<file path="config.mk">
export PLATFORM = sky130hd
export DESIGN_NAME = evt_perf_counters
export DESIGN_NICKNAME = d
export VERILOG_FILES = /design/src/rtl/evt_perf_counters.sv
export SDC_FILE = /design/constraint.sdc
export NUM_CORES = 1
export LEC_CHECK = 0
export ABC_AREA = 1
export BUFFER_PORTS_ARGS = -buffer_cell sky130_fd_sc_hd__buf_4
export CAP_MARGIN = 10
export CORE_MARGIN = 1
export CORE_UTILIZATION = 40
export CTS_BUF_LIST = sky130_fd_sc_hd__clkbuf_16
export CTS_CLUSTER_DIAMETER = 120
export DETAILED_ROUTE_END_ITERATION = 10
export PLACE_DENSITY = 0.6
export SLEW_MARGIN = 0
export SYNTH_ARGS = -nofsm -noshare
export SYNTH_HDL_FRONTEND = slang
export SYNTH_SLANG_ARGS = --single-unit
export TNS_END_PERCENT = 100
</file>
<file path="constraint.sdc">
create_clock -name clk -period 2.2 [get_ports clk]
set_input_delay 0.44 -clock clk [delete_from_list [all_inputs] [get_ports clk]]
set_output_delay 0.44 -clock clk [all_outputs]
set_load 0.05 [all_outputs]
</file>
<file path="src/rtl/evt_perf_counters.sv">
module evt_perf_counters #(
  parameter int CW       = 32,
  parameter int PRE_LOG2 = 6
) (
  input  logic        clk,
  input  logic        rst_n,
  input  logic [1:0]  reg_addr,
  input  logic        reg_wr,
  input  logic [31:0] reg_wdata,
  output logic [31:0] reg_rdata,
  input  logic [13:0] ev_pulse,
  input  logic [5:0]  ev_level,
  output logic        irq
);
  localparam int NCNT = 2;

  logic                     cc_en, cc_pre;
  logic [2:0]               ie, flag;
  logic [NCNT-1:0][5:0]     sel;
  logic [CW-1:0]            cyc;
  logic [NCNT-1:0][CW-1:0]  cnt;
  logic [PRE_LOG2-1:0]      pre_q;
  logic [5:0]               lvl_q, rise;
  logic [NCNT-1:0]          hit, wrap;
  logic                     wr_ctl, pc_clr, cc_clr, wr_cyc, cyc_tick, cyc_wrap;

  assign wr_ctl = reg_wr && reg_addr == 2'd0;
  assign wr_cyc = reg_wr && reg_addr == 2'd1;
  assign pc_clr = wr_ctl && reg_wdata[1];
  assign cc_clr = wr_ctl && reg_wdata[2];
  assign rise   = ev_level & ~lvl_q;

  function automatic logic ev_hit(input logic [5:0] code);
    logic [5:0] k;
    if (code <= 6'h07) return ev_pulse[code[2:0]];
    if (code <= 6'h13) begin
      k = (code - 6'h08) >> 1;
      return code[0] ? ev_level[k[2:0]] : rise[k[2:0]];
    end
    if (code <= 6'h19) begin
      k = code - 6'h0C;
      return ev_pulse[k[3:0]];
    end
    return 1'b0;
  endfunction

  always_comb begin
    for (int i = 0; i < NCNT; i++) begin
      hit[i]  = ev_hit(sel[i]);
      wrap[i] = hit[i] && (&cnt[i]) && !pc_clr && !(reg_wr && reg_addr == 2'(i + 2));
    end
  end

  assign cyc_tick = cc_en && (!cc_pre || (&pre_q));
  assign cyc_wrap = cyc_tick && (&cyc) && !cc_clr && !wr_cyc;

  always_ff @(posedge clk or negedge rst_n) begin
    if (!rst_n) begin
      cnt <= '0;
    end else begin
      for (int i = 0; i < NCNT; i++) begin
        if (pc_clr)                                  cnt[i] <= '0;
        else if (reg_wr && reg_addr == 2'(i + 2))    cnt[i] <= reg_wdata[CW-1:0];
        else if (hit[i])                             cnt[i] <= cnt[i] + 1'b1;
      end
    end
  end

  always_ff @(posedge clk or negedge rst_n) begin
    if (!rst_n) begin
      cyc   <= '0;
      pre_q <= '0;
    end else if (cc_clr) begin
      cyc   <= '0;
      pre_q <= '0;
    end else begin
      if (cc_en && cc_pre) pre_q <= pre_q + 1'b1;
      if (wr_cyc)          cyc   <= reg_wdata[CW-1:0];
      else if (cyc_tick)   cyc   <= cyc + 1'b1;
    end
  end

  always_ff @(posedge clk or negedge rst_n) begin
    if (!rst_n) begin
      cc_en  <= 1'b0;
      cc_pre <= 1'b0;
      ie     <= '0;
      sel    <= '0;
      flag   <= '0;
      lvl_q  <= '0;
    end else begin
      lvl_q <= ev_level;
      flag  <= (flag & ~(wr_ctl ? reg_wdata[10:8] : 3'b000)) | {cyc_wrap, wrap};
      if (wr_ctl) begin
        cc_en  <= reg_wdata[0];
        cc_pre <= reg_wdata[3];
        ie     <= reg_wdata[6:4];
        sel[0] <= reg_wdata[17:12];
        sel[1] <= reg_wdata[23:18];
      end
    end
  end

  always_comb begin
    case (reg_addr)
      2'd0:    reg_rdata = {8'd0, sel[1], sel[0], 1'b0, flag, 1'b0, ie, cc_pre, 2'b00, cc_en};
      2'd1:    reg_rdata = 32'(cyc);
      2'd2:    reg_rdata = 32'(cnt[0]);
      default: reg_rdata = 32'(cnt[1]);
    endcase
  end

  assign irq = |(flag & ie);
endmodule


</file>
* Yosys cells after proc, flatten, opt, wreduce, memory -nomap -nowiden *
Index checks and enable logic that the tools add are counted.

word-level totals
  register bits after elaboration = 128
  input bits = 57
  output and inout bits = 33
  logic and storage cells = 129

operators by class
  $add $sub $neg = 8
  $lt $le $gt $ge = 12
  eq/ne operators = 3
  muxes and demuxes = 55
  bitwise gates (word level) = 6
  reductions and logical operators = 34

operator list
  kind                                                                              number
  32-bit two-way mux                                                                9
  32-bit by 1-bit adder with 32-bit output, second input constant                   3
  32-bit case mux with 3 select lines                                               1
  32-bit AND reduction                                                              3
  1-bit two-way mux                                                                 34
  6-bit by 5-bit less-or-equal comparator with 1-bit output, second input constant  4
  1-bit binary-select mux with 3-bit select                                         6
  1-bit logical AND                                                                 17
  4-bit subtractor, second input constant                                           4
  6-bit by 3-bit less-or-equal comparator with 1-bit output, second input constant  2
  6-bit two-way mux                                                                 2
  3-bit by 5-bit less-than comparator with 1-bit output, second input constant      2
  4-bit by 5-bit less-than comparator with 1-bit output, second input constant      2
  3-bit nonzero test                                                                3
  1-bit binary-select mux with 4-bit select                                         2
  3-bit by 4-bit less-than comparator with 1-bit output, second input constant      2
  6-bit by 1-bit adder with 6-bit output, second input constant                     1
  3-bit bitwise AND                                                                 2
  6-bit bitwise AND                                                                 1
  1-bit logical NOT                                                                 6
  6-bit NOT                                                                         1
  6-bit AND reduction                                                               1
  2-bit == test, second input constant                                              2
  3-bit two-way mux                                                                 1
  7 further kinds                                                                   7

* Depth between registers and ports, before layout *
Gate-level depths: netlist of run 1.

  word-level depth = 14
  depth in mapped cells = 16
  depth with buffers taken out = 14

* Worst setup path after synthesis of run 1 *
No wires, ideal clock.

  path kind = input port to output port
  start point = in reg_addr[0]
  end point = out reg_rdata[0]
  data arrival time = 2.018 ns
  data required time = 1.760 ns
  slack = -0.258 ns
  cell stages on the path = 4
  buffers on the path = 2
  path through = buf_2 nand2_2 clkbuf_1 o21ai_0

between the ends
  word-level cells in the longest chain between the ends = 2
  elaborated cells on any way between the ends = 4
  those cells by class = 2 x eq/ne; 1 x mux; 1 x reduce/logical

RTL lines
  item                                         RTL line  text
  start, declared                              7         input logic [1:0] reg_addr,
  2-bit == test, or another cell as far along  105       case (reg_addr)
  32-bit case mux with 3 select lines *        105
  end, declared                                10        output logic [31:0] reg_rdata,

Every way passes the cells marked *; elsewhere a longest branch is shown, timed or not.

* Worst setup path after layout of run 1 *
  start point = reg sel[0] (netlist name)
  end point = out reg_rdata[12]

between the ends
  word-level cells in the longest chain between the ends = 1

RTL lines
  item                                 RTL line  text
  start, declared                      19        logic [NCNT-1:0][5:0] sel;
  32-bit case mux with 3 select lines  105

No other way between the ends.

==> results of run 1 <==
-- cells by family (layout without fill, tap and decap cells) --
logic type / after synthesis / after routing / share of synthesized area
AO/OA/AOI/OAI: 256 / 256 / 0.142
XOR/XNOR: 35 / 35 / 0.0296
adder cells (fa/ha/maj): 14 / 14 / 0.0169
buffers and inverters: 231 / 357 / 0.0966
flip-flops: 128 / 128 / 0.309
multiplexers: 1 / 1 / 0.000966
AND/OR/NAND/NOR: 1015 / 1017 / 0.405
-- through the flow --
| stage | TNS [ns] | utilization |
|---|---|---|
| 5_1_grt | 0 | 0.497 |
| 6_report | 0 | 0.497 |
| 3_5_place_dp | -1.07 | 0.462 |
| 4_1_cts | 0 | 0.492 |
| 3_3_place_gp | -0.861 | 0.462 |
| 2_1_floorplan | -3.64 | - |
-- report_power, final --
group	switching, W	internal (W)	total, W
clock	0.00118	0.00189	0.00307
combinational	0.00427	0.00220	0.00647
sequential	0.00143	0.00323	0.00466
-- layer usage --
metal,track usage,up-vias,share of wire
met1,0.470,5796,0.42
li1,-,5690,-
met2,0.509,636,0.42
met3,0.0626,128,0.10
met4,0.187,0,0.058
met5,0,-,0
-- worst max-delay path: cells and delay by family (launching register included) --
kind	cells	cell delay, ns
buffers and inverters	2	0.39
DFF	1	0.44
AOI/OAI and AO/OA	2	0.48
-- what timing repair did --
action	in CTS	in global routing
resized for setup	26	26
hold buffers	1	0
buffers inserted	3	1
hold endpoints to repair	35	0
pin swaps	1	5
gates cloned	0	2
setup endpoints to repair	11	75
-- worst paths after layout --
| kind | from | to | slack, ns |
|---|---|---|---|
| max | sel[0]$_DFFE_PN0P_ | reg_rdata[12] | 0.008 |
| min | ev_level[2] | lvl_q[2]$_DFF_PN0_ | 0.12 |
| max reg2reg | sel[0]$_DFFE_PN0P_ | cnt[22]$_DFFE_PN0P_ | 0.13 |
| min reg2reg | pre_q[5]$_DFFE_PN0P_ | pre_q[5]$_DFFE_PN0P_ | 0.45 |
| max in group asynchronous | rst_n | sel[7]$_DFFE_PN0P_ | 1.04 |
| min in group asynchronous | rst_n | pre_q[0]$_DFFE_PN0P_ | 0.48 |
-- final cells by class --
class	count	share of cell area
clock inverters	14	0.0152
repair buffers	162	0.107
well taps	330	0.0328
inverters	164	0.0495
clock buffers	17	0.0338
multi-input cells	1323	0.507
flip-flops and latches	128	0.255
-- cell usage in the layout (no fill, tap or decap), types with 3 or more instances in the layout --
master,count
a211oi_1,7
a21oi_1,64
a21oi_2,3
a221oi_2,6
a221oi_4,4
buf_12,7
buf_4,145
buf_6,9
bufinv_16,4
clkbuf_16,17
clkinv_4,3
clkinvlp_4,3
dfrtp_1,125
dfrtp_2,3
ha_1,14
inv_1,147
inv_2,14
inv_4,3
nand2_1,551
nand2_2,6
nand2_4,6
nand3_1,148
nand3b_1,6
nand4_1,20
nor2_1,229
nor2_2,7
nor3_1,37
o211ai_1,15
o21ai_0,97
o21ai_1,19
o221ai_1,9
o22ai_1,16
xnor2_1,8
xor2_1,27
-- sequential cells by signal, indices dropped and copies added, names as in the netlist --
signal,cells
flag,3
ie,3
cyc,32
pre_q,6
cc_pre,1
cc_en,1
lvl_q,6
cnt,64
sel,12
==> out/qor.yml, run 1 <==
status: "finished clean"
ys_top_cells_by_area: "dfrtp_1 31%, nand2_1 20%, nor2_1 8.4%, nand3_1 7.1%, inv_1 5.5%"
layout_setup_ws_ns: 0.00843
critPathCaptureType: "output pin"
powerDensity_nw_per_um2: 1130
synthFlopType: "dfrtp_1"
routedWlPerCell_um: 20.9
finalCritPeriodShare: 0.996
worst_hold_slack_ns: 0.121
place_hpwl_um: 34300
dpl_cell_area_um2: 11700
cp_data_required_time_ns: 1.76
syn_area_um2: 10400
hold_viol: 0
finalNetCount: 1867
core.rowCount: 58
vdd_ir_drop_max_v: 0.000731
vias_per_cell: 5.73
drtIter0Drc: 1470
cts_tree: "yes"
ys_ff_latch: 128
cp_max_fo: 8
final.fill_count: 2634
wirelength_um: 44800
max_freq_mhz: 456
async_flop_share: 1.00
die-height_um: 163
synthTopCellsByCount: "553 x nand2_1, 231 x nor2_1, 152 x inv_1"
diodes: 0
dp.cells: 2102
yosysMostFrequentCell: "nand2_1"
yosys.area.top_type_share: 0.309
p_leak_nw: 6.04
dr.pass1.iters: 6
synth-edff-count: 0
maxCapViolations: 0
hold_depth: 1
cts_htree_levels: 4
die_x_um: 163
syn_to_final_growth_pct: 21.4
critPathMaxStageDelay_ns: 0.44
clock_path_buffers: 2
antenna_found_initial: 1
drc: 0
min_path_type: "input pin to flip-flop"
cpMaxStageDelayCell: "dfrtp_1"
die_area_um2: 26600
rsz0062_at_grt: "no"
core_um2: 25300
slew_viol_final: 0
skew_ns: 0.00956
ys_warn_count: 0
ant_nets: 0
cp.arrival_ns: 1.75
min_period_ns: 2.19
ioPinCount: 90
grt_usage: 0.343
place_ws_ns: -0.201
grt_pass1_vias: 11300
vias: 12300
grt_pass1_wl_um: 67400
clk_latency_ns: 0.43
multiInputGateArea_um2: 6380
regArea_um2: 3210
initial_core_util: 0.409
postLayoutCellArea_um2: 12600
synthDistinctLibCells: 40
grt.overflow.total: 0
ys_seq_area_frac: 0.309
cts_sinks: 128
p_total_w: 0.0142
synth_nets: 1751
drive_gt1_frac: 0.142
finalNonFillerCells: 2138
syn-instance-count: 1680
numCtsBuffers: 17
yosysTopAreaCell: "dfrtp_1"
worst-setup-path-type: "flip-flop to output pin"
syn_area_per_cell_um2: 6.17
clkTransAtPathRegs_ns: 0.06
cts_root_buffer: "clkbuf_16"
place_congestion: 1.05
crit_chain: "buf_6 > a221oi_4 > o21ai_1 > buf_4"
critPathLaunchType: "flip-flop"
setup_violations: 0
rr_worst_depth: 10
maxSlewHeadroom: 0.558
worst_pin_slew_ns: 0.662
portBuffers: 89
grt_max_degree: 53
Note: power is estimated with default switching activity, not from simulation.
==> run 2: changes to the inputs <==
--- a/config.mk
+++ b/config.mk
@@ -10,7 +10,7 @@
 export CAP_MARGIN = 10
 export CORE_MARGIN = 1
 export CORE_UTILIZATION = 40
-export CTS_BUF_LIST = sky130_fd_sc_hd__clkbuf_16
+export CTS_BUF_LIST = sky130_fd_sc_hd__clkbuf_8
 export CTS_CLUSTER_DIAMETER = 120
 export DETAILED_ROUTE_END_ITERATION = 10
 export PLACE_DENSITY = 0.6
==> run 2 against run 1 <==
Clock skew up 0.0064 ns; maximum frequency is 0.19% higher; critical path depth rose by 4; die area stayed put; largest cell class unchanged; largest power group unchanged.
==> out/qor.yml, run 2 (synthesis results as in run 1) <==
routedWlPerCell_um: 20.7  # -1.0%
grt_max_degree: 53  # unchanged
largest_reg_flops: 64  # unchanged
dr.pass1.iters: 7  # +1
cts_htree_levels: 4  # unchanged
vdd_ir_drop_max_v: 0.000722  # -1.2%
setup_violations: 0  # unchanged
crit_top_cell: "buf_4"
critPathBufInv: 4  # +2
maxSlewHeadroom: 0.564  # +0.00550
critPathMaxStageDelay_ns: 0.24  # -0.20 ns
worst-setup-path-type: "input pin to output pin"
drc: 0  # unchanged
cp_data_required_time_ns: 1.76  # about the same
max_freq_mhz: 457  # +0.19%
drtIter0Drc: 1459  # -0.75%
dpl_cell_area_um2: 11700  # unchanged
largest_register: "cnt"
vias: 12100  # -1.1%
maxCapViolations: 0  # unchanged
postLayoutCellArea_um2: 12500  # -0.82%
place_congestion: 1.05  # unchanged
setup_tns_ns: 0  # unchanged
place_hpwl_um: 34300  # unchanged
grt_pass1_wl_um: 67200  # -0.18%
cts_tree: "yes"
ioPinCount: 90  # unchanged
syn_to_final_growth_pct: 20.4
powerDensity_nw_per_um2: 1080  # -3.8%
grt.overflow.total: 0  # unchanged
finalCritPeriodShare: 0.994  # -0.00188
die-height_um: 163  # unchanged
cts_root_buffer: "clkbuf_8"
layout_commonest_cell: "nand2_1"
die_x_um: 163  # unchanged
core_um2: 25300  # unchanged
crit_chain: "buf_4 > nand2_2 > buf_4 > buf_4 > o22ai_2 > a21oi_2 > o21ai_0 > buf_4"
antenna_found_initial: 1  # unchanged
wirelength_um: 44400  # -0.77%
initial_core_util: 0.409  # unchanged
clk_latency_ns: 0.46  # +0.03 ns
layout_common_cells: "551 x nand2_1, 229 x nor2_1, 148 x nand3_1"
drive_gt1_frac: 0.153  # +0.0106
clkTransAtPathRegs_ns: 0.09  # +0.03 ns
cp.arrival_ns: 1.75  # about the same
grt_pass1_vias: 11300  # -0.40%
cts_sinks: 128  # unchanged
slew_viol_final: 0  # unchanged
finalNetCount: 1872  # +0.27%
portBuffers: 89  # unchanged
clock_path_buffers: 2  # unchanged
vias_per_cell: 5.65  # -1.4%
cpMaxStageDelayCell: "buf_4"
hold_viol: 0  # unchanged
die_area_um2: 26600  # unchanged
cp_top_family: "buffers and inverters"
status: "finished clean"
final.fill_count: 2677  # +1.6%
core.rowCount: 58  # unchanged
min_period_ns: 2.19  # -0.00414 ns
critPathCaptureType: "output pin"
worst_pin_slew_ns: 0.653  # -0.00824 ns
grt_usage: 0.343  # -0.000494
p_leak_nw: 5.97  # -1.0%
ant_nets: 0  # unchanged
min_path_type: "input pin to flip-flop"
critPathLaunchType: "input pin"
skew_ns: 0.0160  # +0.00641 ns
numCtsBuffers: 17  # unchanged
rsz0062_at_grt: "no"
largestRegisters: "cnt x64, cyc x32, sel x12"
cp_max_fo: 13  # +5
-- run 2: cell types whose count changed in the layout (fill, tap and decap cells not counted), moves of 2 or more --
cell       before  now
clkbuf_8        0   18
clkbuf_16      17    0
inv_1         147  141
buf_6           9   14
dfrtp_1       125  120
dfrtp_2         3    8
inv_2          14   18
o21ai_0        97   95
o21ai_2         2    4
-- run 2: area by class of cell --
type                    count  area (um^2)  share of cell area
diodes                      1         2.50            0.000201
inverters                 164          629              0.0504
flip-flops and latches    128         3210               0.257
multi-input cells        1322         6380               0.511
clock inverters            13          188              0.0150
well taps                 330          413              0.0331
repair buffers            168         1400               0.112
clock buffers              18          248              0.0199
-- run 2: where the power goes --
part           total [W]  internal [W]  switching [W]
Sequential       0.00464       0.00323        0.00141
Combinational    0.00655       0.00226        0.00428
Clock            0.00235       0.00126        0.00109
-- run 2: worst paths after layout --
kind                       cells after the start                   end  slack, ns                  from
max in group asynchronous                      3    sel[7]$_DFFE_PN0P_       1.08                 rst_n
min                                            1    lvl_q[2]$_DFF_PN0_       0.09           ev_level[2]
min reg2reg                                    1  pre_q[5]$_DFFE_PN0P_       0.45  pre_q[5]$_DFFE_PN0P_
max reg2reg                                   13   cnt[25]$_DFFE_PN0P_       0.16    sel[0]$_DFFE_PN0P_
min in group asynchronous                      2  pre_q[0]$_DFFE_PN0P_       0.44                 rst_n
max                                            8         reg_rdata[23]       0.01           reg_addr[0]
-- run 2: repair_timing --
| action | CTS | global route |
|---|---|---|
| pin swaps | 2 | 5 |
| cloned | 0 | 1 |
| resized for setup | 38 | 36 |
| endpoints found under the setup margin | 13 | 78 |
| endpoints found under the hold margin | 35 | 0 |
| hold buffers | 1 | 0 |
| buffers inserted | 7 | 2 |
-- run 2: through the flow --
step           std cells   util  setup WS (ns)  hold WS (ns)  total power, W
6_report            2144  0.493         0.0126        0.0897          0.0135
5_1_grt             2143  0.493        0.00268        0.0670          0.0144
4_1_cts             2140  0.487       -0.00427        0.0691          0.0132
3_5_place_dp        2102  0.462         -0.201         0.382          0.0107
3_3_place_gp        2102  0.462         -0.183         0.377          0.0106
2_1_floorplan       1680      -         -0.258         0.144         0.00838
-- run 2: per-layer routing --
layer | GRT usage | vias up | part of all wire
met1 | 0.459 | 5655 | 0.41
li1 | - | 5704 | -
met4 | 0.192 | 0 | 0.058
met5 | 0 | - | 0
met2 | 0.501 | 635 | 0.42
met3 | 0.0863 | 121 | 0.11
==> run 3: changes to the inputs <==
--- a/config.mk
+++ b/config.mk
@@ -9,11 +9,11 @@
 export BUFFER_PORTS_ARGS = -buffer_cell sky130_fd_sc_hd__buf_4
 export CAP_MARGIN = 10
 export CORE_MARGIN = 1
-export CORE_UTILIZATION = 40
+export CORE_UTILIZATION = 60
 export CTS_BUF_LIST = sky130_fd_sc_hd__clkbuf_8
 export CTS_CLUSTER_DIAMETER = 120
 export DETAILED_ROUTE_END_ITERATION = 10
-export PLACE_DENSITY = 0.6
+export PLACE_DENSITY = 0.83
 export SLEW_MARGIN = 0
 export SYNTH_ARGS = -nofsm -noshare
 export SYNTH_HDL_FRONTEND = slang
==> run 3 against run 2 <==
The run now ends with setup timing left; clock power decreased by 9.8%; setup slack got worse by 0.056 ns; non-clock buffer count decreased by 1; cell count decreased by 5.1%; clock skew decreased by 0.0049 ns; critical path depth decreased by 4; utilization increased by 24 points; global-route usage increased by 13 points; worst hold slack got worse by 0.0032 ns; first-iteration DRC count increased by 20%; routed wire length decreased by 6.2%; critical endpoint is now reg_rdata[12]; largest cell class unchanged.
==> out/qor.yml, run 3 (synthesis results as in run 1) <==
place_congestion: 1.13  # +8.2%
rsz0062_at_grt: "yes"
cts_tree: "yes"
portBuffers: 89  # unchanged
status: "complete, but fails checks"
layout_commonest_cell: "nand2_1"
cp_top_family: "compound AO/OA/AOI/OAI gates"
critPathLaunchType: "flip-flop"
die-height_um: 133  # -18%
grt_max_degree: 50  # -5.7%
skew_ns: 0.0111  # -0.00490 ns
critPathBufInv: 2  # -2
maxSlewHeadroom: 0.493  # -0.0704
vias: 12500  # +3.3%
p_total_w: 0.0133  # -1.5%
reg2reg_slack_ns: 0.11  # -0.05 ns
syn_to_final_growth_pct: 18.5
final.fill_count: 1424  # -47%
drive_gt1_frac: 0.155  # +0.00229
powerDensity_nw_per_um2: 1090  # about the same
failed_checks: "setup timing"
cts_htree_levels: 4  # unchanged
grt.overflow.total: 0  # unchanged
numCtsBuffers: 17  # unchanged
grt_pass1_wl_um: 63500  # -5.6%
setup_violations: 3  # +3
hold_viol: 0  # unchanged
largest_register: "cnt"
crit_top_cell: "buf_6"
core.rowCount: 47  # -19%
worst-setup-path-type: "flip-flop to output pin"
multiInputGateArea_um2: 6410  # +0.37%
vdd_ir_drop_max_v: 0.000802  # +11%
grt_pass1_vias: 11200  # -0.28%
cp_max_fo: 7  # -6
vias_per_cell: 6.15  # +8.9%
crit_chain: "buf_6 > a221oi_4 > o21ai_2 > buf_6"
setup_tns_ns: -0.0753  # -0.0753 ns
die_area_um2: 17800  # -33%
post-route-util: 0.736  # +0.243
critPathCaptureType: "output pin"
max_freq_mhz: 446  # -2.5%
drc: 0  # unchanged
ioPinCount: 90  # unchanged
dr.pass1.iters: 9  # +2
core_um2: 16700  # -34%
worst_hold_slack_ns: 0.0865  # -0.00320 ns
routedWlPerCell_um: 20.5  # -1.2%
antenna_found_initial: 0  # -1
clkTransAtPathRegs_ns: 0.09  # about the same
cp_data_required_time_ns: 1.76  # about the same
layout_setup_ws_ns: -0.0439  # -0.0565 ns
die_x_um: 133  # -18%
layout_common_cells: "552 x nand2_1, 227 x nor2_1, 149 x buf_4"
clock_path_buffers: 2  # unchanged
p_leak_nw: 5.95  # -0.42%
drtIter0Drc: 1746  # +20%
largest_reg_flops: 64  # unchanged
cp.arrival_ns: 1.80  # +0.05 ns
place_hpwl_um: 31500  # -8.3%
largestRegisters: "cnt x64, cyc x32, sel x12"
finalCritPeriodShare: 1.02  # +0.0257
regArea_um2: 3220  # about the same
finalNetCount: 1870  # -0.11%
min_path_type: "input pin to flip-flop"
ant_nets: 0  # unchanged
maxCapViolations: 0  # unchanged
cts_sinks: 128  # unchanged
cpMaxStageDelayCell: "dfrtp_2"
worst_pin_slew_ns: 0.759  # +0.105 ns
critPathMaxStageDelay_ns: 0.45  # +0.21 ns
slew_viol_final: 0  # unchanged
grt_usage: 0.475  # +0.132
cts_root_buffer: "clkbuf_8"
min_period_ns: 2.24  # +0.0565 ns
clk_latency_ns: 0.47  # about the same
wirelength_um: 41600  # -6.2%
initial_core_util: 0.621  # +0.211
[run 3: changes by cell type in the layout (fill, tap and decap cells not counted), sizes merged]
cell      before  now
clkinv         5    6
buf          167  166
diode          1    2
clkinvlp       4    2
nand2        564  563
inv          164  168
bufinv         4    2
[run 3: worst paths after layout]
check | startpoint | endpoint | cells past startpoint
min | ev_level[2] | lvl_q[2]$_DFF_PN0_ | 1
max reg2reg | cyc[0]$_DFFE_PN0P_ | cyc[18]$_DFFE_PN0P_ | 9
min reg2reg | pre_q[5]$_DFFE_PN0P_ | pre_q[5]$_DFFE_PN0P_ | 1
min in group asynchronous | rst_n | cyc[7]$_DFFE_PN0P_ | 2
max in group asynchronous | rst_n | cnt[63]$_DFFE_PN0P_ | 3
max | sel[0]$_DFFE_PN0P_ | reg_rdata[12] | 4
[run 3: per-layer routing]
metal | vias up | share of wire | global-route usage
met4 | 0 | 0.066 | 0.295
met3 | 222 | 0.14 | 0.146
met5 | - | 0 | 0
met1 | 5654 | 0.38 | 0.625
li1 | 5716 | - | -
met2 | 927 | 0.42 | 0.679
[run 3: worst reg2reg max path: cells and delay by family (launching register included)]
kind            cells  cell delay [ns]
compound gates      1             0.13
xor+xnor            1             0.17
fa+ha+maj           1             0.22
flops               1             0.38
simple gates        6             1.07
[run 3: area by class of cell]
class,count,area share
Multi-Input combinational cell,1321,0.521
Inverter,164,0.0513
Sequential cell,128,0.262
Clock inverter,14,0.0115
Antenna cell,2,0.000407
Clock buffer,18,0.0202
Tap cell,220,0.0224
Timing Repair Buffer,167,0.111
[run 3: power breakdown]
group | total (W) | switching, W | internal (W) | leakage (nW)
Combinational | 0.00659 | 0.00432 | 0.00228 | 4.14
Clock | 0.00212 | 0.00109 | 0.00104 | 0.202
Sequential | 0.00462 | 0.00139 | 0.00323 | 1.61
[run 3: stage by stage]
step	cells	setup slack [ns]	area [um^2]
global placement	1985	-0.198	11500
finish	2034	-0.0439	12300
detailed placement	1985	-0.215	11500
floorplan	1680	-0.258	10400
global route	2032	-0.0746	12300
CTS	2019	-0.00190	12000
[run 3: timing repair]
item	4_1_cts	5_1_grt
resized for setup	33	54
buffers inserted	1	13
hold buffers	1	0
pin swaps	1	2
endpoints found under the hold margin	30	0
endpoints found under the setup margin	12	82
